$ cat src/rtl/irq_hub_pkg.sv
package irq_hub_pkg;

   localparam int TMR_BIT  = 7;
   localparam int EXT_BIT  = 16;
   localparam int MSG_BIT  = 17;
   localparam int SCAN_LEN = 9;

   typedef enum logic [1:0] {
      OP_WRITE = 2'd0,
      OP_SET   = 2'd1,
      OP_CLEAR = 2'd2,
      OP_NONE  = 2'd3
   } csr_op_e;

   // fixed scan order, position 0 has the highest priority
   function automatic int scan_bit(input int pos);
      case (pos)
         0: scan_bit = 11;
         1: scan_bit = 3;
         2: scan_bit = 7;
         3: scan_bit = 9;
         4: scan_bit = 1;
         5: scan_bit = 5;
         6: scan_bit = 13;
         7: scan_bit = 16;
         default: scan_bit = 17;
      endcase
   endfunction

endpackage

$ cat src/rtl/irq_timer_cmp.sv
module irq_timer_cmp #(
   parameter int TIME_W    = 64,
   parameter bit CMP_SPLIT = 1'b1
) (
   input  logic [TIME_W-1:0] time_now,
   input  logic [TIME_W-1:0] time_cmp,
   output logic              hit
);
   localparam int HALF_W = TIME_W / 2;

   if (TIME_W % 2 != 0) begin : g_bad_width
      $error("irq_timer_cmp: TIME_W must be even");
   end

   if (CMP_SPLIT) begin : g_split
      logic [HALF_W-1:0] t_hi, t_lo, c_hi, c_lo;
      assign t_hi = time_now[TIME_W-1:HALF_W];
      assign t_lo = time_now[HALF_W-1:0];
      assign c_hi = time_cmp[TIME_W-1:HALF_W];
      assign c_lo = time_cmp[HALF_W-1:0];
      assign hit  = ((c_hi == t_hi) && (t_lo >= c_lo)) || (c_hi < t_hi);
   end else begin : g_flat
      assign hit = (time_now >= time_cmp);
   end
endmodule

$ cat src/rtl/irq_pend_regs.sv
module irq_pend_regs
   import irq_hub_pkg::*;
#(
   parameter int XLEN = 32
) (
   input  logic            clk,
   input  logic            rst_n,
   input  logic            csr_we,
   input  logic            csr_sel,
   input  logic [1:0]      csr_op,
   input  logic [XLEN-1:0] csr_wdata,
   input  logic            tmr_hit,
   input  logic            ext_in,
   input  logic            msg_rx,
   output logic [XLEN-1:0] en_q,
   output logic [XLEN-1:0] pend_q,
   output logic            ext_evt
);
   localparam logic [XLEN-1:0] IMPL_MASK =
      (XLEN'(1) << TMR_BIT) | (XLEN'(1) << EXT_BIT) | (XLEN'(1) << MSG_BIT);

   if (XLEN <= MSG_BIT) begin : g_bad_xlen
      $error("irq_pend_regs: XLEN too small for the event bits");
   end

   logic            ext_prev_q;
   logic [XLEN-1:0] en_new, pend_new;
   logic            wr_en, wr_pend;

   function automatic logic [XLEN-1:0] apply_op(input logic [XLEN-1:0] old,
                                                 input logic [XLEN-1:0] opnd,
                                                 input logic [1:0]      op);
      case (csr_op_e'(op))
         OP_WRITE: apply_op = opnd;
         OP_SET:   apply_op = old | opnd;
         OP_CLEAR: apply_op = old & ~opnd;
         default:  apply_op = old;
      endcase
   endfunction

   assign wr_en    = csr_we && !csr_sel;
   assign wr_pend  = csr_we &&  csr_sel;
   assign en_new   = apply_op(en_q, csr_wdata, csr_op);
   assign pend_new = apply_op(pend_q, csr_wdata, csr_op);
   assign ext_evt  = ext_in ^ ext_prev_q;

   always_ff @(posedge clk) begin
      if (!rst_n) ext_prev_q <= 1'b0;
      else        ext_prev_q <= ext_in;
   end

   for (genvar b = 0; b < XLEN; b++) begin : g_bit
      if (IMPL_MASK[b]) begin : g_impl
         always_ff @(posedge clk) begin
            if (!rst_n)     en_q[b] <= 1'b0;
            else if (wr_en) en_q[b] <= en_new[b];
         end
         if (b == TMR_BIT) begin : g_tmr
            always_ff @(posedge clk) begin
               if (!rst_n) pend_q[b] <= 1'b0;
               else        pend_q[b] <= tmr_hit;
            end
         end else begin : g_evt
            logic evt, keep;
            assign evt  = (b == EXT_BIT) ? ext_evt : msg_rx;
            assign keep = wr_pend ? pend_new[b] : 1'b1;
            always_ff @(posedge clk) begin
               if (!rst_n) pend_q[b] <= 1'b0;
               else        pend_q[b] <= evt | (pend_q[b] & keep);
            end
         end
      end else begin : g_tie
         assign en_q[b]   = 1'b0;
         assign pend_q[b] = 1'b0;
      end
   end

   p_unimpl_zero_r1: assert property (@(posedge clk) disable iff (!rst_n)
      ((en_q | pend_q) & ~IMPL_MASK) == '0);
   p_timer_follows_r2: assert property (@(posedge clk) disable iff (!rst_n)
      1'b1 |=> (pend_q[TMR_BIT] == $past(tmr_hit)));
   p_toggle_sets_r3: assert property (@(posedge clk) disable iff (!rst_n)
      (ext_in != ext_prev_q) |=> pend_q[EXT_BIT]);
   p_msg_sets_r4: assert property (@(posedge clk) disable iff (!rst_n)
      msg_rx |=> pend_q[MSG_BIT]);
   p_sw_no_set_r5: assert property (@(posedge clk) disable iff (!rst_n)
      (!msg_rx && !pend_q[MSG_BIT]) |=> !pend_q[MSG_BIT]);
   p_event_wins_r6: assert property (@(posedge clk) disable iff (!rst_n)
      (msg_rx && wr_pend && csr_op == OP_CLEAR) |=> pend_q[MSG_BIT]);
endmodule

$ cat src/rtl/irq_select.sv
module irq_select
   import irq_hub_pkg::*;
#(
   parameter int XLEN  = 32,
   parameter int IDX_W = $clog2(XLEN)
) (
   input  logic [XLEN-1:0]  eff,
   output logic             any,
   output logic [IDX_W-1:0] idx
);
   for (genvar p = 0; p < SCAN_LEN; p++) begin : g_chk
      if (scan_bit(p) >= XLEN) begin : g_bad
         $error("irq_select: scan entry beyond XLEN");
      end
   end

   always_comb begin
      any = 1'b0;
      idx = '0;
      for (int p = 0; p < SCAN_LEN; p++) begin
         if (!any && eff[scan_bit(p)]) begin
            any = 1'b1;
            idx = IDX_W'(scan_bit(p));
         end
      end
   end
endmodule

$ cat src/rtl/irq_hub.sv
module irq_hub
   import irq_hub_pkg::*;
#(
   parameter int XLEN      = 32,
   parameter int TIME_W    = 64,
   parameter bit CMP_SPLIT = 1'b1
) (
   input  logic              clk,
   input  logic              rst_n,
   input  logic              csr_we,
   input  logic              csr_sel,
   input  logic [1:0]        csr_op,
   input  logic [XLEN-1:0]   csr_wdata,
   output logic [XLEN-1:0]   csr_rdata,
   input  logic              gie_we,
   input  logic              gie_wdata,
   input  logic              wfi_enter,
   input  logic [TIME_W-1:0] time_now,
   input  logic [TIME_W-1:0] time_cmp,
   input  logic              ext_in,
   input  logic              msg_rx,
   output logic              trap_valid,
   output logic [XLEN-1:0]   trap_cause,
   output logic              wake
);
   localparam int IDX_W = $clog2(XLEN);

   if (XLEN < IDX_W + 1) begin : g_bad_cause
      $error("irq_hub: cause word too narrow");
   end

   logic              tmr_hit, ext_evt;
   logic [XLEN-1:0]   en_q, pend_q, eff;
   logic              gie_q, waiting_q, wake_q;
   logic              csr_wr_q, eff_any_q;
   logic              sel_any, trig, wake_d;
   logic [IDX_W-1:0]  sel_idx;
   logic              trap_valid_q;
   logic [XLEN-1:0]   trap_cause_q;

   irq_timer_cmp #(.TIME_W(TIME_W), .CMP_SPLIT(CMP_SPLIT)) i_cmp (
      .time_now (time_now),
      .time_cmp (time_cmp),
      .hit      (tmr_hit)
   );

   irq_pend_regs #(.XLEN(XLEN)) i_regs (
      .clk       (clk),
      .rst_n     (rst_n),
      .csr_we    (csr_we),
      .csr_sel   (csr_sel),
      .csr_op    (csr_op),
      .csr_wdata (csr_wdata),
      .tmr_hit   (tmr_hit),
      .ext_in    (ext_in),
      .msg_rx    (msg_rx),
      .en_q      (en_q),
      .pend_q    (pend_q),
      .ext_evt   (ext_evt)
   );

   assign eff = pend_q & en_q & {XLEN{gie_q}};

   irq_select #(.XLEN(XLEN), .IDX_W(IDX_W)) i_sel (
      .eff (eff),
      .any (sel_any),
      .idx (sel_idx)
   );

   assign csr_rdata = csr_sel ? pend_q : en_q;
   assign trig      = csr_wr_q || !eff_any_q;
   assign wake_d    = waiting_q && ((ext_evt && en_q[EXT_BIT]) ||
                                    (msg_rx  && en_q[MSG_BIT]));

   always_ff @(posedge clk) begin
      if (!rst_n) begin
         gie_q        <= 1'b0;
         waiting_q    <= 1'b0;
         wake_q       <= 1'b0;
         csr_wr_q     <= 1'b0;
         eff_any_q    <= 1'b0;
         trap_valid_q <= 1'b0;
         trap_cause_q <= '0;
      end else begin
         if (gie_we) gie_q <= gie_wdata;
         wake_q    <= wake_d;
         if (wake_d)         waiting_q <= 1'b0;
         else if (wfi_enter) waiting_q <= 1'b1;
         csr_wr_q  <= csr_we;
         eff_any_q <= sel_any;
         trap_valid_q <= trig && sel_any && !trap_valid_q;
         if (trig && sel_any && !trap_valid_q)
            trap_cause_q <= {1'b1, (XLEN-1-IDX_W)'(0), sel_idx};
      end
   end

   assign trap_valid = trap_valid_q;
   assign trap_cause = trap_cause_q;
   assign wake       = wake_q;

   p_cause_msb_r7: assert property (@(posedge clk) disable iff (!rst_n)
      trap_valid_q |-> trap_cause_q[XLEN-1]);
   p_no_trap_without_gie_r8: assert property (@(posedge clk) disable iff (!rst_n)
      trap_valid_q |-> $past(gie_q));
   p_trap_pulse_r9: assert property (@(posedge clk) disable iff (!rst_n)
      trap_valid_q |=> !trap_valid_q);
   p_wake_needs_wait_r10: assert property (@(posedge clk) disable iff (!rst_n)
      wake_q |-> $past(waiting_q));
   p_wake_pulse_r10: assert property (@(posedge clk) disable iff (!rst_n)
      wake_q |=> !wake_q);
endmodule

$ cat config.mk
export PLATFORM = sky130hd
export DESIGN_NAME = irq_hub
export DESIGN_NICKNAME = d
export VERILOG_FILES = /design/src/rtl/irq_hub_pkg.sv /design/src/rtl/irq_timer_cmp.sv /design/src/rtl/irq_pend_regs.sv /design/src/rtl/irq_select.sv /design/src/rtl/irq_hub.sv
export SDC_FILE = /design/constraint.sdc
export NUM_CORES = 1
export LEC_CHECK = 0
export BUFFER_PORTS_ARGS = -buffer_cell sky130_fd_sc_hd__buf_2
export CORE_MARGIN = 5
export CORE_UTILIZATION = 35
export CTS_CLUSTER_SIZE = 12
export DETAILED_ROUTE_END_ITERATION = 12
export PLACE_DENSITY = 0.75
export SLEW_MARGIN = 20
export SYNTH_ARGS = -nofsm -noshare
export SYNTH_HDL_FRONTEND = slang
export SYNTH_SLANG_ARGS = --single-unit
export TNS_END_PERCENT = 100
$ cat constraint.sdc
create_clock -name clk -period 3.7 [get_ports clk]
set_input_delay 0.555 -clock clk [delete_from_list [all_inputs] [get_ports clk]]
set_output_delay 0.555 -clock clk [all_outputs]
set_load 0.005 [all_outputs]
Word-level counts from Yosys, hierarchy flattened
Cells that the tools add are included.

word-level totals
  register bits after elaboration = 19
  output and inout bits = 66
  logic and storage cells = 89

operators by class
  order comparisons = 2
  equal/unequal tests = 3
  mux-type cells = 23
  bitwise logic cells = 13
  reduce and logical (&&, ||, !) cells = 34

operators by type and width
  operator                                       number
  case mux 18 bit (3 select lines)               2
  bitwise AND 18 bit                             4
  2-to-1 mux 5 bit                               8
  bitwise OR 18 bit                              2
  == test 32 bit                                 1
  greater-or-equal comparator 32 bit             1
  less-than comparator 32 bit                    1
  2-to-1 mux 18 bit                              1
  NOT 18 bit                                     1
  logical AND 1 bit                              16
  logical NOT 1 bit                              11
  2-to-1 mux 1 bit                               11
  2-to-1 mux 4 bit                               1
  logical OR 1 bit                               3
  nonzero test 3 bit                             1
  bitwise AND 1 bit                              2
  == test 2 x 1 -> 1 bit, second input constant  1
  == test 2 bit, second input constant           1
  logical NOT 2 bit                              1
  bitwise OR 1 bit                               2
  AND reduction 2 bit                            1
  OR reduction 2 bit                             1
  NOT 1 bit                                      1
  XOR 1 bit                                      1

Logic depth before layout (Yosys ltp)
Gate-level depths: netlist of run 1.

  depth after elaboration = 29
  gate-level depth with buffers = 8

By module
From an unflattened synthesis of run 1, not the netlist that was laid out.

unflattened totals
  cell total of the unflattened synthesis = 464
  area total of the unflattened synthesis = 3686.0 um^2

by module, submodules not included
  module         times used  cells each  area each (um^2)  sequential area each (um^2)
  irq_timer_cmp  1           223         1615.3            0.0
  irq_hub        1           140         1243.7            240.2
  irq_pend_regs  1           87          726.9             140.1
  irq_select     1           14          100.1             0.0

Worst setup path before layout of run 1
No wires, ideal clock.

  path type = input to register
  from = in time_cmp[5]
  to = reg i_regs.pend_q[7]
  arrival time = 1.724 ns
  required time = 3.581 ns
  setup slack = 1.857 ns
  cell stages on the path = 8
  cells stage by stage = inv_1 -> ha_1 -> a21o_1 -> a221oi_2 -> o21a_1 -> o211ai_1 -> a31oi_1 -> o21ai_1

on the way
  longest elaborated chain between the ends = 3

ends and longest elaborated chain
  what                                line                 source
  from (decl)                         irq_hub.sv:19        input logic [TIME_W-1:0] time_cmp,
  greater-or-equal comparator 32 bit  irq_timer_cmp.sv:21  assign hit = ((c_hi == t_hi) && (t_lo >= c_lo)) || (c_hi < t_hi);
  logical AND 1 bit                   irq_timer_cmp.sv:21
  logical OR 1 bit                    irq_timer_cmp.sv:21
  to (signal, indexed assignment)     irq_pend_regs.sv:61  else pend_q[b] <= tmr_hit;
  to (decl)                           irq_pend_regs.sv:16  output logic [XLEN-1:0] pend_q,

Every way passes these cells.
A chain may end at the register's enable or synchronous reset.

Worst setup path after layout of run 1
  from = in time_now[46]
  to = reg i_regs.pend_q[7]

on the way
  longest elaborated chain between the ends = 3
  elaborated cells between the ends (all ways) = 4
  those cells by class = order compare (1); eq/ne (1); reduce/logical (2)

ends and longest elaborated chain
  what                                                                 line                 source
  from (decl)                                                          irq_hub.sv:18        input logic [TIME_W-1:0] time_now,
  branches (longest 2 deep; another with less-than comparator 32 bit)  --
  logical OR 1 bit *                                                   irq_timer_cmp.sv:21

Every way passes the cells marked *.

==> results.toml, run 1 <==
[timing]
slew_violations = 0
fin_crit_ns = 1.89
fin_crit_sh_pct = 51.1
fin_setup_tns_ns = 0
fin_hold_ws_ns = 0.448
setup_viol = 0
hold_viol_final = 0
finClkSkew_ns = 0.00201
final.setup.worst_slack_ns = 1.81
rsz0062_at_grt = "no"
max_freq_ghz = 0.529

[worst_setup_path]
endpoint_kind = "flop"
startpoint_type = "input port"
crit_start = "time_now[46]"
critical_path_required_ns = 3.84
worstPathArrival_ns = 2.04
rr_endpoint = "trap_cause[0]"
r2r-start = "i_regs.pend_q[7]"
cp-endpoint = "i_regs.pend_q[7]"
crit_fanout = 3
r2r_cells = 3
path_class = "in -> reg"
r2r_slack_ns = 2.40

[placement]
dp_hpwl_um = 6410
post-place-ws_ns = 1.52
gp_congestion = 0.788
port_buffers = 151
placed_cell_area_mm2 = 0.00336

[power_and_ir_drop]
power_mw = 0.596
switchingPower_mw = 0.196
seq_power_share_pct = 32.8
power_frac_clock_pct = 23.2
ir_drop_mv = 0.0964
switching_share_pct = 32.9
p_int_mw = 0.400
p_leak_nw = 2.09
p_comb_share_pct = 43.9
power.density_mw_per_mm2 = 175

[clock_network]
post_cts_buffers = 0
root_buffer = "clkbuf_8"
clk-insertion-delay-late_ns = 0.26
cts_buffers = 3
cts_tree = "done"
cts.repair.resized = 0
clk_pin_slew_ns = 0.06
cts_hold_buf = 0
cts_sinks = 17
htree_num_levels = 1
clockBufferDepth = 2

[layout]
largest_register_ffs = 4
antenna_cells = 0
area_growth_pct = 26.1
finish.instance_area_mm2 = 0.00340
drive_gt1_share_pct = 31.7
nets = 740

[yosys]
synth-xor-area-share_pct = 0.649
synthDistinctLibCells = 43
synth_async_sr_flop_share_pct = 0
yosysWarnings = 0
syn_inst = 352
ys_seq_area_share_pct = 12.6
synth-compound-area-share_pct = 16.5
synth-edff-count = 0
synthTopCellsByArea = "ha_1, buf_4, dfxtp_1"
ys_dominant_reg_cell = "dfxtp_1"
syn_avg_cell_area_um2 = 7.66
yosys.area.top_type = "ha_1"
synth_top_area_share_pct = 29.7
synthSimpleGateAreaFrac_pct = 13.9
syn_area_mm2 = 0.00270
synth_top_family_by_area = "adder cells"
synth_seq_cells = 17
ys_top_cells_by_count = "inv_1, ha_1, buf_4"
synthMuxAreaShare_pct = 1.21
yosysMostFrequentCell = "inv_1"
synth_fa_ha_area_share_pct = 29.7

[drt]
vias = 2677
drc = 0
routed_wl_um = 6770
drt_iter0_drc = 28
routedWlPerCell_um = 11.2
firstDrtPassIters = 4
ant_nets = 0
vias_per_cell = 4.42

[global_routing]
grt_pass1_wl_um = 10700
antenna_found_initial = 0
grt_usage_pct = 13.1
grt_overflow = 0
grt_pass1_vias = 2595
grt_max_degree = 18

[floorplan]
rows = 32
coreArea_mm2 = 0.00761
die_w_um = 97.8
die_area_mm2 = 0.00956
ios = 237
start_util_pct = 35.5
die_h_um = 97.8

[job]
cap_violations = 0

[min_path]
worstHoldPathType = "reg -> reg"

[status]
outcome = "finished, final reports clean"
==> cells by family after synthesis <==
kind of cell / count (synthesis)
compound gates: 70
xor+xnor: 2
fa+ha+maj: 64
buf+inv: 125
flops: 17
mux: 3
other cells: 1
simple gates: 70
==> worst min path at each step <==
stage,startpoint,endpoint,cells after the start
finish,waiting_q,waiting_q,1
floorplan,waiting_q,waiting_q,1
global route,waiting_q,waiting_q,1
CTS,waiting_q,waiting_q,1
detailed placement,waiting_q,waiting_q,1
global placement,waiting_q,waiting_q,1
==> metal layers <==
metal	GRT usage, %	vias up	wire length, um
li1	-	1386	-
met1	13.8	1184	2370
met2	25.4	98	3720
met3	3.14	9	583
met4	3.62	0	92
met5	0	-	0
==> per-stage QoR <==
stage               utilization (%)  instances
detailed placement             44.1        602
floorplan                         -        407
global route                   44.7        606
finish                         44.7        606
CTS                            44.7        606
global placement               44.1        602
==> worst max-delay path, cell delays in order <==
cell,delay (ns)
buf_2,0.08
inv_1,0.04
ha_1,0.30
nand4_1,0.13
nor4_1,0.42
o21ai_0,0.15
o211ai_1,0.14
a211o_1,0.16
o21ai_1,0.05
==> final cells by class <==
class / count / area (um2)
clock buffer: 4 / 45.0
multi-input combinational: 265 / 1880
tap: 102 / 128
timing repair buffer: 151 / 756
sequential: 17 / 340
fill: 789 / 4210
inverter: 67 / 251
==> cell usage in the layout, fill, tap and decap left out, types with 2 or more instances in the layout <==
cell type	count
nor4_1	2
ha_1	64
a211oi_1	3
o21a_1	2
and4_1	5
nand4_1	7
dfxtp_1	17
o211ai_1	3
a21boi_0	4
and2_1	5
nand2_1	24
and3_1	2
a21o_1	4
o21ai_0	18
nand3_1	4
mux2_2	2
a21oi_1	23
conb_1	56
inv_1	67
nor2b_1	7
a221oi_1	2
o221a_2	2
buf_2	151
nor2_1	7
clkbuf_8	3
nand2b_1	2
==> power by group through the flow <==
stage | Combinational, mW | Clock, mW | Sequential, mW
floorplan | 0.190 | 0 | 0.198
global placement | 0.253 | 0 | 0.199
detailed placement | 0.263 | 0 | 0.199
CTS | 0.265 | 0.141 | 0.195
global route | 0.308 | 0.148 | 0.196
finish | 0.262 | 0.139 | 0.196
(Power assumes the default switching activity.)
==> run 2, diff against run 1 <==
==> constraint.sdc (replaced) <==
create_clock -name clk -period 1.8 [get_ports clk]
set_input_delay 0.27 -clock clk [delete_from_list [all_inputs] [get_ports clk]]
set_output_delay 0.27 -clock clk [all_outputs]
set_load 0.005 [all_outputs]
==> run 2 against run 1 <==
  * Core utilization up 0.51 points
  * Power rose by 110%
  * Design area grew 1.1%
  * Combinational power grew 110%
  * Critical path depth shrank 1
  * Clock-buffer cell count is 1 lower
  * Register-to-register slack got worse by 1.9 ns
  * Worst setup slack got worse by 1.6 ns
  * Worst hold slack got worse by 0.20 ns
  * Via count shrank 0.78%
  * Non-clock buffer count increased by 5
  * Critical endpoint unchanged
  * Largest power group unchanged
  * Highest routed layer unchanged
==> results.toml, run 2 (synthesis results as in run 1) <==
[status]
outcome = "finished, final reports clean"

[worst_setup_path]
r2r_cells = 3
crit_fanout = 2
critical_path_required_ns = 1.94
cp_slowest_cell = "ha_1"
startpoint_type = "input port"
crit_start = "time_now[5]"
r2r-start = "i_regs.en_q[7]"
worstPathArrival_ns = 1.69
r2r_slack_ns = 0.52
path_cells = "buf_2 > ha_1 > a21o_1 > a221oi_2 > o21a_1 > o211ai_1 > a31oi_1 > o21ai_1"
rr_endpoint = "trap_cause[0]"
path_class = "in -> reg"
cpPeakStageDelay_ns = 0.29
endpoint_kind = "flop"

[power_and_ir_drop]
p_comb_share_pct = 44.5
seq_power_share_pct = 32.7
switching_share_pct = 33.0
p_int_mw = 0.825
switchingPower_mw = 0.406
p_leak_nw = 2.12
power_frac_clock_pct = 22.8
ir_drop_mv = 0.195
power.density_mw_per_mm2 = 358

[floorplan]
die_area_mm2 = 0.00956
ios = 237
die_w_um = 97.8
start_util_pct = 35.5
rows = 32
coreArea_mm2 = 0.00761
die_h_um = 97.8

[layout]
most-common-layout-cells = "buf_2, inv_1, ha_1, conb_1, nand2_1"
area_growth_pct = 27.5
drive_gt1_share_pct = 32.6
fin_cells = 611
nFillCells = 797
largest_register_ffs = 4
antenna_cells = 0
nets = 745
utilization_pct = 45.2
final_common_cell = "buf_2"

[timing]
slew_violations = 0
hold_viol_final = 0
fin_crit_ns = 1.55
max_freq_ghz = 0.645
finClkSkew_ns = 0.00419
setup_viol = 0
fin_crit_sh_pct = 86.1
rsz0062_at_grt = "no"

[global_routing]
grt_pass1_wl_um = 10800
grt_max_degree = 18
grt_overflow = 0
grt_pass1_vias = 2651
grt_usage_pct = 13.2
antenna_found_initial = 0

[clock_network]
clk_pin_slew_ns = 0.06
clockBufferDepth = 2
cts_tree = "done"
cts_sinks = 17
cts_hold_buf = 0
post_cts_buffers = 0
cts_buffers = 3
root_buffer = "clkbuf_8"
cts.repair.resized = 0
htree_num_levels = 1
clk-insertion-delay-late_ns = 0.26

[drt]
routed_wl_um = 6760
ant_nets = 0
vias = 2656
routedWlPerCell_um = 11.1
firstDrtPassIters = 4
vias_per_cell = 4.35
drc = 0
drt_iter0_drc = 28

[placement]
dp_hpwl_um = 6380
placed_cells = 607
gp_congestion = 0.792
port_buffers = 151

[min_path]
holdCritStartpoint = "msg_rx"
worstHoldPathType = "in -> reg"
hold_depth = 2
worstHoldEndpoint = "i_regs.pend_q[17]"

[job]
cap_violations = 0
run 2: changes by cell type in the layout (fill, tap and decap cells not counted):
cell,before,now
buf_4,0,5
clkbuf_1,1,0
clkinv_2,0,1
run 2: metal layers:
metal  share of wire, %  vias to the layer above  global-route usage [%]  wire length (um)
met4                1.1                        0                    3.19                75
met5                  0                        -                       0                 0
met2                 55                       96                    25.9              3710
met3                8.0                        8                    2.86               540
met1                 36                     1153                    14.1              2440
li1                   -                     1399                       -                 -
run 2: worst max-delay path by stage:
stage	to	slack (ns)	cells after the start
floorplan	i_regs.pend_q[7]	0.24	8
global placement	i_regs.pend_q[7]	-0.09	8
detailed placement	i_regs.pend_q[7]	-0.08	8
CTS	i_regs.pend_q[7]	0.19	8
global route	i_regs.pend_q[7]	0.07	9
finish	i_regs.pend_q[7]	0.25	8
run 2: critical path, delay by kind of cell:
| kind | cells | cell delay, ns |
|---|---|---|
| buffers and inverters | 1 | 0.10 |
| adders and majority gates | 1 | 0.29 |
| AOI/OAI and AO/OA | 6 | 1.04 |
run 2: power groups by stage:
stage / clock, mW / combinational (mW) / sequential [mW]
2_1_floorplan: 0 / 0.390 / 0.407
3_3_place_gp: 0 / 0.529 / 0.410
3_5_place_dp: 0 / 0.548 / 0.410
4_1_cts: 0.292 / 0.552 / 0.402
5_1_grt: 0.302 / 0.643 / 0.404
6_report: 0.281 / 0.548 / 0.403
run 2: layout make-up:
class	instances	area (um2)	share of cell area, %
repair buffers	156	793	23.1
inverters	67	251	7.31
multi-input cells	265	1880	54.7
well taps	102	128	3.71
flip-flops and latches	17	340	9.89
clock inverters	1	5.00	0.146
clock buffers	3	41.3	1.20
run 2: stage by stage:
stage	setup TNS (ns)	area (um2)	power, mW	setup slack [ns]	hold WS (ns)
floorplan	0	2900	0.798	0.242	0.392
global placement	-0.0906	3390	0.938	-0.0906	0.428
detailed placement	-0.0810	3390	0.958	-0.0810	0.435
CTS	0	3440	1.25	0.188	0.241
global route	0	3440	1.35	0.0744	0.269
finish	0	3440	1.23	0.250	0.247
